File: config.mk
export PLATFORM = sky130hd
export DESIGN_NAME = iqAssembler
export DESIGN_NICKNAME = d
export VERILOG_FILES = /design/src/rtl/iq_asm_pkg.sv /design/src/rtl/iqAsmCtrl.sv /design/src/rtl/iqAsmData.sv /design/src/rtl/iqAssembler.sv
export SDC_FILE = /design/constraint.sdc
export NUM_CORES = 1
export LEC_CHECK = 0
export BUFFER_PORTS_ARGS = -buffer_cell sky130_fd_sc_hd__buf_2
export CAP_MARGIN = 20
export CELL_PAD_IN_SITES_DETAIL_PLACEMENT = 0
export CELL_PAD_IN_SITES_GLOBAL_PLACEMENT = 1
export CORE_AREA = 2 2 115 117
export CTS_CLUSTER_DIAMETER = 80
export DETAILED_ROUTE_END_ITERATION = 8
export DIE_AREA = 0 0 117 119
export PLACE_DENSITY = 0.86
export SYNTH_ARGS = -nofsm -noshare
export SYNTH_HDL_FRONTEND = slang
export SYNTH_SLANG_ARGS = --single-unit
File: constraint.sdc
create_clock -name clk -period 4.4 [get_ports clk]
set_input_delay 0.44 -clock clk [delete_from_list [all_inputs] [get_ports clk]]
set_output_delay 0.44 -clock clk [all_outputs]
set_load 0.05 [all_outputs]
File: src/rtl/iq_asm_pkg.sv
package iq_asm_pkg;
  typedef enum logic [1:0] {
    MODE_QUAD   = 2'b00,
    MODE_REAL   = 2'b01,
    MODE_SERIAL = 2'b10,
    MODE_QUAD_B = 2'b11
  } asmMode_e;

  typedef struct packed {
    logic loadI;
    logic loadQ;
    logic loadReal;
    logic shift;
    logic emit;
  } asmStrobe_t;
endpackage

File: src/rtl/iqAsmCtrl.sv
module iqAsmCtrl
  import iq_asm_pkg::*;
#(
  parameter int RATE_W = 6,
  parameter int SER_W  = 16
) (
  input  logic              clk,
  input  logic              rstN,
  input  logic [1:0]        mode,
  input  logic [RATE_W-1:0] rateR,
  input  logic              rateCtl,
  input  logic              txEn,
  output logic              dataClkEn,
  output logic              dataClkOut,
  output asmStrobe_t        strobe
);
  localparam int DIV_W = RATE_W + 2;
  localparam int CFG_W = RATE_W + 3;
  localparam int BIT_W = $clog2(SER_W);
  localparam logic [BIT_W-1:0] LAST_BIT = BIT_W'(SER_W - 1);

  logic [DIV_W-1:0] rEff, divisor, divCnt;
  logic [CFG_W-1:0] cfgNow, cfgPrev;
  logic             cfgChanged;
  logic             haveI;
  logic [BIT_W-1:0] bitCnt;

  assign cfgNow     = {mode, rateR, rateCtl};
  assign cfgChanged = (cfgNow != cfgPrev);

  always_comb begin
    rEff = {2'b00, rateR};
    if (rateR == '0) rEff = DIV_W'(1);
    unique case (mode)
      MODE_SERIAL: divisor = rEff;
      MODE_REAL:   divisor = rEff << 2;
      default:     divisor = rateCtl ? (rEff << 2) : (rEff << 1);
    endcase
  end

  always_ff @(posedge clk) begin
    if (!rstN) begin
      divCnt  <= '0;
      cfgPrev <= '0;
    end else begin
      cfgPrev <= cfgNow;
      if (cfgChanged || divCnt == divisor - DIV_W'(1)) divCnt <= '0;
      else divCnt <= divCnt + DIV_W'(1);
    end
  end

  assign dataClkEn  = !cfgChanged && (divCnt == divisor - DIV_W'(1));
  assign dataClkOut = (divCnt >= (divisor >> 1));

  always_comb begin
    strobe = '0;
    if (dataClkEn && txEn) begin
      unique case (mode)
        MODE_SERIAL: begin
          strobe.shift = 1'b1;
          strobe.emit  = (bitCnt == LAST_BIT);
        end
        MODE_REAL: begin
          strobe.loadReal = 1'b1;
          strobe.emit     = 1'b1;
        end
        default: begin
          if (!haveI) strobe.loadI = 1'b1;
          else begin
            strobe.loadQ = 1'b1;
            strobe.emit  = 1'b1;
          end
        end
      endcase
    end
  end

  always_ff @(posedge clk) begin
    if (!rstN || cfgChanged) begin
      haveI  <= 1'b0;
      bitCnt <= '0;
    end else if (dataClkEn) begin
      if (!txEn) begin
        haveI  <= 1'b0;
        bitCnt <= '0;
      end else if (mode == MODE_SERIAL) begin
        bitCnt <= (bitCnt == LAST_BIT) ? '0 : bitCnt + BIT_W'(1);
      end else if (mode != MODE_REAL) begin
        haveI <= !haveI;
      end
    end
  end

  // counter stays inside the current period
  p_cnt_bound_r2: assert property (@(posedge clk) disable iff (!rstN)
    !cfgChanged |-> divCnt < divisor);

  // no enable right after a reload unless the period is one cycle
  p_reload_gap_r10: assert property (@(posedge clk) disable iff (!rstN)
    ($past(cfgChanged) && divisor > DIV_W'(1)) |-> !dataClkEn);

  // a dropped frame start never emits
  p_abort_no_emit_r6: assert property (@(posedge clk) disable iff (!rstN)
    (dataClkEn && !txEn) |-> !strobe.emit);
endmodule

File: src/rtl/iqAsmData.sv
module iqAsmData
  import iq_asm_pkg::*;
#(
  parameter int DATA_W = 18,
  parameter int SER_W  = 16
) (
  input  logic              clk,
  input  logic              rstN,
  input  asmStrobe_t        strobe,
  input  logic [DATA_W-1:0] dataIn,
  output logic              sampleValid,
  output logic [DATA_W-1:0] iOut,
  output logic [DATA_W-1:0] qOut
);
  localparam int EXT_W = DATA_W - SER_W;

  logic [DATA_W-1:0] heldI;
  logic [SER_W-1:0]  shI, shQ, nextI, nextQ;

  assign nextI = {shI[SER_W-2:0], dataIn[0]};
  assign nextQ = {shQ[SER_W-2:0], dataIn[1]};

  always_ff @(posedge clk) begin
    if (!rstN) begin
      heldI       <= '0;
      shI         <= '0;
      shQ         <= '0;
      iOut        <= '0;
      qOut        <= '0;
      sampleValid <= 1'b0;
    end else begin
      sampleValid <= strobe.emit;
      if (strobe.loadI) heldI <= dataIn;
      if (strobe.loadQ) begin
        iOut <= heldI;
        qOut <= dataIn;
      end
      if (strobe.loadReal) begin
        iOut <= dataIn;
        qOut <= '0;
      end
      if (strobe.shift) begin
        shI <= nextI;
        shQ <= nextQ;
        if (strobe.emit) begin
          iOut <= {{EXT_W{nextI[SER_W-1]}}, nextI};
          qOut <= {{EXT_W{nextQ[SER_W-1]}}, nextQ};
        end
      end
    end
  end

  // Q output is the word on the bus at the Q transfer
  p_pair_q_r5: assert property (@(posedge clk) disable iff (!rstN)
    $past(strobe.loadQ) |-> qOut == $past(dataIn));

  // real sample carries zero quadrature
  p_real_q_zero_r7: assert property (@(posedge clk) disable iff (!rstN)
    $past(strobe.loadReal) |-> (qOut == '0 && iOut == $past(dataIn)));

  // serial outputs are sign-extended
  p_serial_sext_r8: assert property (@(posedge clk) disable iff (!rstN)
    $past(strobe.shift && strobe.emit) |->
      ((iOut[DATA_W-1:SER_W-1] == '0 || iOut[DATA_W-1:SER_W-1] == '1) &&
       (qOut[DATA_W-1:SER_W-1] == '0 || qOut[DATA_W-1:SER_W-1] == '1)));
endmodule

File: src/rtl/iqAssembler.sv
module iqAssembler
  import iq_asm_pkg::*;
#(
  parameter int DATA_W = 18,
  parameter int SER_W  = 16,
  parameter int RATE_W = 6
) (
  input  logic              clk,
  input  logic              rstN,
  input  logic [1:0]        mode,
  input  logic [RATE_W-1:0] rateR,
  input  logic              rateCtl,
  input  logic              txEn,
  input  logic [DATA_W-1:0] dataIn,
  output logic              dataClkEn,
  output logic              dataClkOut,
  output logic              sampleValid,
  output logic [DATA_W-1:0] iOut,
  output logic [DATA_W-1:0] qOut
);
  asmStrobe_t strobe;

  iqAsmCtrl #(.RATE_W(RATE_W), .SER_W(SER_W)) i_ctrl (
    .clk(clk), .rstN(rstN), .mode(mode), .rateR(rateR), .rateCtl(rateCtl),
    .txEn(txEn), .dataClkEn(dataClkEn), .dataClkOut(dataClkOut), .strobe(strobe)
  );

  iqAsmData #(.DATA_W(DATA_W), .SER_W(SER_W)) i_data (
    .clk(clk), .rstN(rstN), .strobe(strobe), .dataIn(dataIn),
    .sampleValid(sampleValid), .iOut(iOut), .qOut(qOut)
  );

  // a sample only follows a framed transfer
  p_valid_after_en_r5: assert property (@(posedge clk) disable iff (!rstN)
    sampleValid |-> $past(dataClkEn && txEn));
endmodule

==> impl_metrics.tcl <==
set metrics [dict create \
    worst_pin_slew_ps 801.3 \
    ys_async_sr_fraction_pct 0 \
    drtAntennaViolNets 0 \
    synth-edff-count 0 \
    p_int_uw 1458 \
    drc_errors 0 \
    die-area_sq_um 13920 \
    setup.worst_path.end_class "primary output" \
    fin_tns_setup_ps 0 \
    maxCapViolCount 0 \
    fin_ws_ps 414.1 \
    synth_simple_gate_area_share_pct 16.89 \
    synth_top_area_share_pct 39.93 \
    r2r_start "i_ctrl.divCnt[7]" \
    clkPwrFrac_pct 40.5 \
    port_buffers 68 \
    synth_mux_area_share_pct 16.79 \
    post_synth_num_cell_types 60 \
    critPathMaxFanout 15 \
    die_h_um 119 \
    ys_seq_elements 107 \
    dp_hpwl_mm 8.866 \
    grt_setup_unrepaired "false" \
    max_slew_margin_pct 46.58 \
    period_minus_slack_ps 3986 \
    r2r_cells 8 \
    viasPerCell 5.271 \
    layout_commonest_cell "dfxtp_1" \
    start_util_pct 41.66 \
    hold_class "in -> reg" \
    synthesis.area_sq_um 5364 \
    holdPathStages 3 \
    cts.sinks 107 \
    grt_pass1_wl_mm 20.26 \
    fp-row-count 42 \
    ys_warn_count 0 \
    grt_start_max_net_pins 58 \
    p_sw_share_pct 25.92 \
    fill_cells 1233 \
    crit_arrival_ps 3550 \
    vias 4296 \
    fmax_mhz 250.9 \
    synth-compound-area-share_pct 13.81 \
    fin_nets 676 \
    cts_tree "built" \
    rrSetupSlack_ps 1650 \
    synth-seq-area-share_pct 39.93 \
    hold_viol 0 \
    cp-start-kind "primary input" \
    hold_path_end "i_ctrl.cfgPrev[8]" \
    antenna_found_initial 0 \
    grt_use_total_pct 18.27 \
    syn_to_final_growth_pct 13.20 \
    vdd_drop_max_uv 193.4 \
    fp.dieW_um 117 \
    pre_cts_ws_ps 398.3 \
    drt_iter0_drc 324 \
    numCtsBuffers 9 \
    cts_root_buffer "clkbuf_16" \
    r2r_end "i_data.qOut[10]" \
    seqPwrFrac_pct 49.5 \
    slew_violations 0 \
    clock-skew-final_ps 9.252 \
    io_pins 69 \
    gp_congestion 0.8172 \
    cts_hold_buf 0 \
    comb_power_share_pct 10.1 \
    yosys.area.top_type "dfxtp_1" \
    diodes 0 \
    p_switching_uw 510.0 \
    wire_per_inst_um 15.38 \
    synth_cells 583 \
    coreArea_sq_um 12870 \
    post-cts-setup-buffer-count 0 \
    mostFrequentLayoutCells "107 x dfxtp_1, 87 x mux2i_1, 78 x nand2_1" \
    ys.flop_type "dfxtp_1" \
    insertion_delay_ps 350 \
    drt_pre_antenna_iters 4 \
    routed_wl_mm 12.54 \
    yosys-top-cells-area "dfxtp_1 40%, mux2i_1 16%, nand2_1 5.5%" \
    overflow 0 \
    leakagePower_uw 0.002781 \
    first_global_vias 4015 \
    hp-start "mode[1]" \
    synthAdderAreaFrac_pct 2.799 \
    status "completed" \
    power.density_nw_per_um2 324.1 \
    htreeDepth 3 \
    path_clk_slew_ps 70 \
    synth_top_family_by_area "simple AND/OR/NAND/NOR gates" \
    synth_xor_area_share_pct 3.756 \
    drive_gt1_share_pct 17.84 \
    avgSynthCellArea_sq_um 9.201 \
    timing.final.crit_share_pct 90.59 \
    critPathRequiredTime_ps 3960 \
    cts_buffer_depth 2 \
    setup_violations 0 \
    cts_resized 0 \
    synth_nets 625 \
    critPathKind "in -> out" \
]
[registers in the layout (all words and copies together) (netlist names)]
| signal | count |
|---|---|
| i_data.qOut | 18 |
| i_ctrl.divCnt | 8 |
| i_ctrl.bitCnt | 4 |
| i_ctrl.cfgPrev | 9 |
| i_data.shI | 15 |
| i_data.shQ | 15 |
| i_ctrl.haveI | 1 |
| i_data.heldI | 18 |
| i_data.iOut | 18 |
| i_data.sampleValid | 1 |
[power groups by stage]
stage | Sequential [uW] | Combinational (uW) | Clock, uW
global route | 974 | 217 | 854
global placement | 996 | 192 | 0
CTS | 973 | 197 | 813
detailed placement | 996 | 196 | 0
floorplan | 996 | 144 | 0
finish | 973 | 198 | 796
[worst max-delay path, stage by stage]
cell	delay [ps]
buf_2	110
inv_1	60
ha_1	570
nor2b_1	190
a22oi_1	260
ha_1	240
o221ai_1	160
o21a_1	230
or4_1	520
nand3_2	170
and3_1	190
and2_1	150
buf_2	260
[how the worst max path moves through the flow]
stage	startpoint	to	slack, ps
after global routing	mode[0]	dataClkEn	230
after global placement	mode[0]	dataClkEn	560
final	mode[0]	dataClkEn	410
after CTS	mode[0]	dataClkEn	430
after floorplan	mode[0]	dataClkEn	560
after detailed placement	mode[0]	i_data.shQ[2]	400
[cells by family (layout without fill, tap and decap cells)]
family | count (synthesis) | in the layout
AO/OA/AOI/OAI | 113 | 113
XOR/XNOR | 23 | 23
adder cells (fa/ha/maj) | 12 | 12
buffers and inverters | 64 | 120
flip-flops | 107 | 107
multiplexers | 89 | 89
AND/OR/NAND/NOR | 175 | 175
[per-stage QoR]
stage / cell area, sq um / std cells / power [uW] / util [%] / hold slack (ps)
floorplan: 5364 / 583 / 1140 / - / 434.1
finish: 6072 / 815 / 1968 / 47.16 / 366.1
global placement: 5778 / 799 / 1188 / 44.88 / 441.0
detailed placement: 5778 / 799 / 1192 / 44.88 / 446.7
global route: 6072 / 815 / 2045 / 47.16 / 359.2
CTS: 6072 / 815 / 1984 / 47.16 / 360.7
[per-layer routing]
layer	GRT usage [%]	up-vias	routed length [um]
met5	0	-	0
met4	4.779	0	172
met3	4.529	16	633
li1	-	2156	-
met1	27.08	2038	6252
met2	26.37	86	5477
[area by class of cell]
cell class	count	area, sq um	area share [%]
Multi-Input combinational cell	412	2899	47.74
Sequential cell	107	2142	35.28
Clock inverter	6	55.05	0.9067
Clock buffer	10	239.0	3.936
Tap cell	176	220.2	3.627
Timing Repair Buffer	79	422.9	6.965
Inverter	25	93.84	1.545
[Yosys cell counts, types with 12 or more instances]
cell type,count
a31oi_1,14
o21ai_0,23
a21oi_1,25
o22ai_1,18
nor2_1,21
xnor2_1,15
ha_1,12
nor3_1,15
inv_1,25
clkbuf_1,18
mux2i_1,87
nand2_1,78
dfxtp_1,107
No activity file was read; power rests on OpenSTA's default activity.
